`config.mk`:
```
export PLATFORM = sky130hd
export DESIGN_NAME = cnv_pwr_seq
export DESIGN_NICKNAME = d
export VERILOG_FILES = /design/src/rtl/pwrseq_pkg.sv /design/src/rtl/pwrseq_dp.sv /design/src/rtl/pwrseq_ctrl.sv /design/src/rtl/cnv_pwr_seq.sv
export SDC_FILE = /design/constraint.sdc
export NUM_CORES = 1
export LEC_CHECK = 0
export ABC_AREA = 1
export BUFFER_PORTS_ARGS = -buffer_cell sky130_fd_sc_hd__buf_2
export CORE_AREA = 3 3 80 75
export CTS_CLUSTER_SIZE = 10
export DETAILED_ROUTE_END_ITERATION = 6
export DIE_AREA = 0 0 83 78
export PLACE_DENSITY = 0.64
export SLEW_MARGIN = 20
export SYNTH_ARGS = -nofsm -noshare
export SYNTH_HDL_FRONTEND = slang
export SYNTH_SLANG_ARGS = --single-unit
```
`constraint.sdc`:
```
create_clock -name clk -period 1.5 [get_ports clk]
set_input_delay 0.3 -clock clk [delete_from_list [all_inputs] [get_ports clk]]
set_output_delay 0.3 -clock clk [all_outputs]
set_load 0.05 [all_outputs]
```
`src/rtl/pwrseq_pkg.sv`:
```
package pwrseq_pkg;

  typedef enum logic [1:0] {
    MODE_ACTIVE  = 2'd0,
    MODE_NAP     = 2'd1,
    MODE_SLEEP   = 2'd2,
    MODE_RECOVER = 2'd3
  } pwrMode_e;

  typedef enum logic [1:0] {
    TMR_CSLOW  = 2'd0,
    TMR_CSHIGH = 2'd1,
    TMR_SCK    = 2'd2,
    TMR_REC    = 2'd3
  } tmrSel_e;

  // select pulses required by the converter protocol
  localparam int NAP_PULSES   = 2;
  localparam int SLEEP_PULSES = 4;

  typedef struct packed {
    logic    tmrLoad;
    tmrSel_e tmrSel;
    logic    recSleep;
    logic    pulseClr;
    logic    pulseInc;
    logic    csAssert;
    logic    sckAssert;
  } seqStrobe_t;

endpackage

```
`src/rtl/pwrseq_dp.sv`:
```
module pwrseq_dp
  import pwrseq_pkg::*;
#(
  parameter int   CS_LOW_CYC    = 2,
  parameter int   CS_HIGH_CYC   = 2,
  parameter int   SCK_PULSE_CYC = 1,
  parameter int   NAP_REC_CYC   = 3,
  parameter int   SLEEP_REC_CYC = 55000,
  parameter logic SCK_REST      = 1'b0
) (
  input  logic       clk,
  input  logic       rstN,
  input  seqStrobe_t strobe,
  output logic       tmrDone,
  output logic [2:0] pulseCnt,
  output logic       seqCsN,
  output logic       seqSck
);

  localparam int MAX_A  = (CS_LOW_CYC > CS_HIGH_CYC) ? CS_LOW_CYC : CS_HIGH_CYC;
  localparam int MAX_B  = (MAX_A > SCK_PULSE_CYC) ? MAX_A : SCK_PULSE_CYC;
  localparam int MAX_C  = (MAX_B > NAP_REC_CYC) ? MAX_B : NAP_REC_CYC;
  localparam int MAXLEN = (MAX_C > SLEEP_REC_CYC) ? MAX_C : SLEEP_REC_CYC;
  localparam int TW     = $clog2(MAXLEN + 1);

  logic [TW-1:0] tmr;
  logic [TW-1:0] loadVal;

  always_comb begin
    case (strobe.tmrSel)
      TMR_CSLOW:  loadVal = TW'(CS_LOW_CYC - 1);
      TMR_CSHIGH: loadVal = TW'(CS_HIGH_CYC - 1);
      TMR_SCK:    loadVal = TW'(SCK_PULSE_CYC - 1);
      default:    loadVal = strobe.recSleep ? TW'(SLEEP_REC_CYC - 1) : TW'(NAP_REC_CYC - 1);
    endcase
  end

  always_ff @(posedge clk or negedge rstN) begin
    if (!rstN) begin
      tmr      <= '0;
      pulseCnt <= '0;
      seqCsN   <= 1'b1;
      seqSck   <= SCK_REST;
    end else begin
      if (strobe.tmrLoad)  tmr <= loadVal;
      else if (tmr != '0)  tmr <= tmr - 1'b1;
      if (strobe.pulseClr)      pulseCnt <= '0;
      else if (strobe.pulseInc) pulseCnt <= pulseCnt + 1'b1;
      seqCsN <= !strobe.csAssert;
      seqSck <= SCK_REST ^ strobe.sckAssert;
    end
  end

  assign tmrDone = (tmr == '0);

  // select pulse and clock pulse never overlap
  a_r5_cs_excl_sck: assert property (@(posedge clk) disable iff (!rstN)
    !seqCsN |-> (seqSck == SCK_REST));

  // a clock pulse is never driven with the select line low
  a_r6_sck_cs_high: assert property (@(posedge clk) disable iff (!rstN)
    (seqSck != SCK_REST) |-> seqCsN);

endmodule

```
`src/rtl/pwrseq_ctrl.sv`:
```
module pwrseq_ctrl
  import pwrseq_pkg::*;
(
  input  logic       clk,
  input  logic       rstN,
  input  logic       reqNap,
  input  logic       reqSleep,
  input  logic       reqWake,
  input  logic       tmrDone,
  input  logic [2:0] pulseCnt,
  output seqStrobe_t strobe,
  output pwrMode_e   mode,
  output logic       ready,
  output logic       reqErr
);

  typedef enum logic [2:0] {S_IDLE, S_CSLOW, S_CSHIGH, S_SCKP, S_WAIT} seqState_e;

  seqState_e state, stateNext;
  pwrMode_e  modeNext;
  logic      tgtSleep, tgtSleepNext;
  logic      fromSleep, fromSleepNext;
  logic      anyReq, accEnter, accWake, idle;
  logic [2:0] pulseGoal;

  assign anyReq    = reqNap | reqSleep | reqWake;
  assign idle      = (state == S_IDLE);
  assign accEnter  = idle && (mode == MODE_ACTIVE) && !reqWake && (reqNap ^ reqSleep);
  assign accWake   = idle && ((mode == MODE_NAP) || (mode == MODE_SLEEP))
                     && reqWake && !reqNap && !reqSleep;
  assign pulseGoal = tgtSleep ? 3'(SLEEP_PULSES) : 3'(NAP_PULSES);

  always_comb begin
    stateNext     = state;
    modeNext      = mode;
    tgtSleepNext  = tgtSleep;
    fromSleepNext = fromSleep;
    strobe        = '0;
    strobe.tmrSel = TMR_CSLOW;
    case (state)
      S_IDLE: begin
        if (accEnter) begin
          stateNext       = S_CSLOW;
          tgtSleepNext    = reqSleep;
          strobe.tmrLoad  = 1'b1;
          strobe.tmrSel   = TMR_CSLOW;
          strobe.pulseClr = 1'b1;
          strobe.csAssert = 1'b1;
        end else if (accWake) begin
          stateNext        = S_SCKP;
          modeNext         = MODE_RECOVER;
          fromSleepNext    = (mode == MODE_SLEEP);
          strobe.tmrLoad   = 1'b1;
          strobe.tmrSel    = TMR_SCK;
          strobe.sckAssert = 1'b1;
        end
      end
      S_CSLOW: begin
        if (tmrDone) begin
          stateNext       = S_CSHIGH;
          strobe.tmrLoad  = 1'b1;
          strobe.tmrSel   = TMR_CSHIGH;
          strobe.pulseInc = 1'b1;
        end else begin
          strobe.csAssert = 1'b1;
        end
      end
      S_CSHIGH: begin
        if (tmrDone) begin
          if (pulseCnt == pulseGoal) begin
            stateNext = S_IDLE;
            modeNext  = tgtSleep ? MODE_SLEEP : MODE_NAP;
          end else begin
            stateNext       = S_CSLOW;
            strobe.tmrLoad  = 1'b1;
            strobe.tmrSel   = TMR_CSLOW;
            strobe.csAssert = 1'b1;
          end
        end
      end
      S_SCKP: begin
        if (tmrDone) begin
          stateNext       = S_WAIT;
          strobe.tmrLoad  = 1'b1;
          strobe.tmrSel   = TMR_REC;
          strobe.recSleep = fromSleep;
        end else begin
          strobe.sckAssert = 1'b1;
        end
      end
      S_WAIT: begin
        if (tmrDone) begin
          stateNext = S_IDLE;
          modeNext  = MODE_ACTIVE;
        end
      end
      default: stateNext = S_IDLE;
    endcase
  end

  always_ff @(posedge clk or negedge rstN) begin
    if (!rstN) begin
      state     <= S_IDLE;
      mode      <= MODE_ACTIVE;
      tgtSleep  <= 1'b0;
      fromSleep <= 1'b0;
      ready     <= 1'b1;
      reqErr    <= 1'b0;
    end else begin
      state     <= stateNext;
      mode      <= modeNext;
      tgtSleep  <= tgtSleepNext;
      fromSleep <= fromSleepNext;
      ready     <= (stateNext == S_IDLE) && (modeNext == MODE_ACTIVE);
      reqErr    <= anyReq && !(accEnter || accWake);
    end
  end

  // ready implies active mode
  a_r2_ready_active: assert property (@(posedge clk) disable iff (!rstN)
    ready |-> (mode == MODE_ACTIVE));

  // a request during a running sequence is refused
  a_r9_busy_refuse: assert property (@(posedge clk) disable iff (!rstN)
    ((state != S_IDLE) && anyReq) |=> reqErr);

  // mode is held while a select pulse is low
  a_r3_mode_held: assert property (@(posedge clk) disable iff (!rstN)
    (state == S_CSLOW) |=> $stable(mode));

  // the recovery wait always reports recovering
  a_r6_wait_recover: assert property (@(posedge clk) disable iff (!rstN)
    (state == S_WAIT) |-> (mode == MODE_RECOVER));

endmodule

```
`src/rtl/cnv_pwr_seq.sv`:
```
module cnv_pwr_seq
  import pwrseq_pkg::*;
#(
  parameter int   CLK_MHZ       = 50,
  parameter int   CS_LOW_CYC    = 2,
  parameter int   CS_HIGH_CYC   = 2,
  parameter int   SCK_PULSE_CYC = 1,
  parameter int   NAP_WAIT_NS   = 50,
  parameter int   SLEEP_WAIT_US = 1100,
  parameter logic SCK_REST      = 1'b0
) (
  input  logic       clk,
  input  logic       rstN,
  input  logic       reqNap,
  input  logic       reqSleep,
  input  logic       reqWake,
  input  logic       rdCsN,
  input  logic       rdSck,
  output logic       csN,
  output logic       sck,
  output logic [1:0] mode,
  output logic       ready,
  output logic       rdGrant,
  output logic       reqErr
);

  localparam int NAP_RAW       = (CLK_MHZ * NAP_WAIT_NS + 999) / 1000;
  localparam int NAP_REC_CYC   = (NAP_RAW < 1) ? 1 : NAP_RAW;
  localparam int SLEEP_RAW     = CLK_MHZ * SLEEP_WAIT_US;
  localparam int SLEEP_REC_CYC = (SLEEP_RAW < 1) ? 1 : SLEEP_RAW;

  seqStrobe_t strobe;
  pwrMode_e   modeQ;
  logic       tmrDone;
  logic [2:0] pulseCnt;
  logic       seqCsN, seqSck;

  pwrseq_ctrl u_ctrl (
    .clk(clk), .rstN(rstN),
    .reqNap(reqNap), .reqSleep(reqSleep), .reqWake(reqWake),
    .tmrDone(tmrDone), .pulseCnt(pulseCnt),
    .strobe(strobe), .mode(modeQ), .ready(ready), .reqErr(reqErr)
  );

  pwrseq_dp #(
    .CS_LOW_CYC(CS_LOW_CYC), .CS_HIGH_CYC(CS_HIGH_CYC),
    .SCK_PULSE_CYC(SCK_PULSE_CYC), .NAP_REC_CYC(NAP_REC_CYC),
    .SLEEP_REC_CYC(SLEEP_REC_CYC), .SCK_REST(SCK_REST)
  ) u_dp (
    .clk(clk), .rstN(rstN), .strobe(strobe),
    .tmrDone(tmrDone), .pulseCnt(pulseCnt),
    .seqCsN(seqCsN), .seqSck(seqSck)
  );

  assign mode    = modeQ;
  assign rdGrant = ready;
  assign csN     = ready ? rdCsN : seqCsN;
  assign sck     = ready ? rdSck : seqSck;

endmodule

```
==> key figures <==
STA
  • Final Hold Vio Count: 0
  • Final setup fails: 21
  • Max-slew headroom: 0.611
  • Final hold slack: 0.00380 ns
  • Slew @ Worst Pin: 0.583 ns
  • Final period utilization: 1.10
  • Clock Skew: 0.00608 ns
  • RSZ-0062 raised after global routing: yes
  • Slew Limit Fails: 0
  • Crit path time final: 1.65 ns
  • Max Fclk: 605 MHz
  • Final WS setup: -0.153 ns

Routing
  • Drt drc: 1
  • Via density per instance: 4.89
  • Routed via count: 2002
  • Initial DRC count: 129
  • Wirelength per Cell: 13.6 um
  • Antenna Nets Post-Route: 0
  • First-pass DRT Iterations: 7
  • Final WL: 5550 um

Critical path
  • R2r setup slk: -0.15 ns
  • Crit path capture type: register
  • CP max-delay cell: dfrtp_1
  • Startpoint types: register
  • Capturing point of the worst reg2reg path: u_dp.tmr[1]
  • Critical Path, Cell by Cell: inv_2 -> ha_4 -> nand2_4 -> nor2_4 -> nand2_4 -> buf_8 -> inv_4 -> nand2_2 -> nand2_2 -> nand2_1 -> and2_1 -> nor2_1
  • Worst R2R Path Depth: 12
  • CP Class: reg -> reg
  • RR Startpoint: u_dp.tmr[0]
  • CP peak stage delay: 0.39 ns
  • Critical path arrival: 1.86 ns
  • Critical Path Fanout Max: 5
  • Worst EP required: 1.71 ns

Synthesis
  • Yosys reg bits: 30
  • Mean Syn Cell Area: 7.58 um2
  • Count of different cell masters after synthesis: 28
  • Post-Syn Nets: 263
  • Synth Warn #: 0
  • Mapped Cells: 251
  • Sequential fraction of the synthesis area: 0.396
  • Synth Cell Area: 1900 um2

Power
  • PD cells: 554 nW/um2
  • Leakage: 0.00152 uW
  • Max IR drop VDD: 0.308 mV

Clocking
  • H-tree depth: 2
  • Num Clock Sinks: 30
  • CTS tree: yes
  • Worst-path clk slew: 0.07 ns
  • Num CTS Buffers: 5
  • CTS Root Cell: clkbuf_8
  • Clock Tree Buf Depth: 2
  • Clock latency on the worst-skew pair: 0.29 ns

Global routing
  • Vias in the first global route: 2065
  • Largest net degree at the start of global routing: 25
  • Antenna violations before repair: 0
  • GRT Residual Overflow: 0
  • Global-route wire length before repair: 9410 um
  • GR Util All Layers: 0.183

Finish
  • Net count, final: 353
  • Most frequent cells in the layout: 66 x buf_4, 46 x nand2_1, 26 x dfrtp_1, 18 x inv_1, 18 x nor2_1
  • Layout cells sized above 1: 0.541
  • Commonest non-fill, non-tap cell in the layout: buf_4
  • Ant diodes: 0
  • Area Overhead vs Synth: 58.3%
  • Layout Utilization: 0.580

Placement
  • I/O Buffers: 13
  • Post-DP HPWL: 3690 um
  • Dpl ws: -0.216 ns
  • Gpl congestion: 0.827

Die
  • FP Rows: 25
  • Initial core utilization: 0.367
  • I/O pins: 14
  • Die area: 6470 um2
  • Die height: 78 um
  • Placeable Area: 5190 um2
  • DIE WIDTH: 83 um

Hold path
  • Hold WC Path Type: in -> async

Run status
  • Status: complete, but fails checks
  • Failing checks: design-rule violations, negative setup slack

Run
  • Max Cap Viol: 0
## flip-flops by register name (all words and copies together) (netlist names)
signal / cells
u_dp.tmr: 16
u_ctrl.state: 3
u_dp.pulseCnt: 3
u_ctrl.mode: 2
u_ctrl.fromSleep: 1
u_ctrl.ready: 1
u_ctrl.reqErr: 1
u_ctrl.tgtSleep: 1
u_dp.seqCsN: 1
u_dp.seqSck: 1
## metrics by stage
stage          std cells  setup TNS, ns  power, uW  cell area, um2
2_1_floorplan        251          -1.62        835            1940
3_3_place_gp         392          -2.48        866            2550
3_5_place_dp         392          -3.12        868            2550
4_1_cts              406          -1.50       1690            2880
5_1_grt              409          -4.04       1720            3010
6_report             409          -2.14       1670            3010
## final cells by class
cell class / count / area [um2]
multi-input combinational: 188 / 1280
inverter: 29 / 111
clock buffer: 5 / 68.8
clock inverter: 3 / 40.0
tap: 67 / 83.8
timing repair buffer: 87 / 674
fill: 455 / 2180
sequential: 30 / 756
## kinds of logic after synthesis
group | synth area share
flops | 0.396
fa+ha+maj | 0.0329
mux | 0.0118
simple gates | 0.368
compound gates | 0.0618
xor+xnor | 0.0506
buf+inv | 0.0795
## worst max-delay path: cells and delay by family (launching register included)
kind	cells	cell delay, ns
DFF	1	0.39
buffers and inverters	3	0.28
and+or+nand+nor	8	0.76
adders and majority gates	1	0.14
## worst max path at each step
stage	from	end	slack (ns)	depth (start not counted)
5_1_grt	u_dp.tmr[7]	u_dp.tmr[1]	-0.25	9
3_5_place_dp	reqNap	u_dp.tmr[2]	-0.22	11
6_report	u_dp.tmr[0]	u_dp.tmr[1]	-0.15	12
2_1_floorplan	u_ctrl.mode[1]	u_dp.tmr[10]	-0.14	11
3_3_place_gp	u_dp.tmr[1]	u_dp.tmr[2]	-0.18	10
4_1_cts	u_ctrl.ready	sck	-0.13	2
## cell usage after synthesis, drive strengths merged
library cell,n,area share
and2,1,0.0033
a211oi,1,0.0039
buf,5,0.022
nand4,5,0.016
and3,1,0.0033
nor3,6,0.018
xnor2,5,0.023
nor2,42,0.11
xor2,6,0.028
nand3,26,0.068
o21ai,6,0.016
mux2,2,0.012
inv,29,0.057
dfrtp,28,0.37
dfstp,2,0.028
nor3b,1,0.0039
a21oi,16,0.042
nand2,64,0.14
ha,5,0.033
## routing by layer
metal / part of all wire / global-route usage / wire [um]
met1: 0.43 / 0.221 / 2380
met2: 0.50 / 0.320 / 2780
met3: 0.044 / 0.0403 / 245
met4: 0.026 / 0.0637 / 146
met5: 0 / 0 / 0
## power by group
group	leakage (uW)	internal (uW)	total, uW	switching, uW
clock network	0.0000579	489	818	329
logic	0.00112	12.2	41.9	29.7
registers	0.000336	810	810	0.201
total	0.00152	1310	1670	359
## timing repair
item | in CTS | in global routing
resized for setup | 54 | 31
pin swaps | 25 | 11
hold buffers | 0 | 0
cloned | 2 | 0
setup buffers | 5 | 3
endpoints found under the setup margin | 22 | 29
No activity file was read; power rests on OpenSTA's default activity.
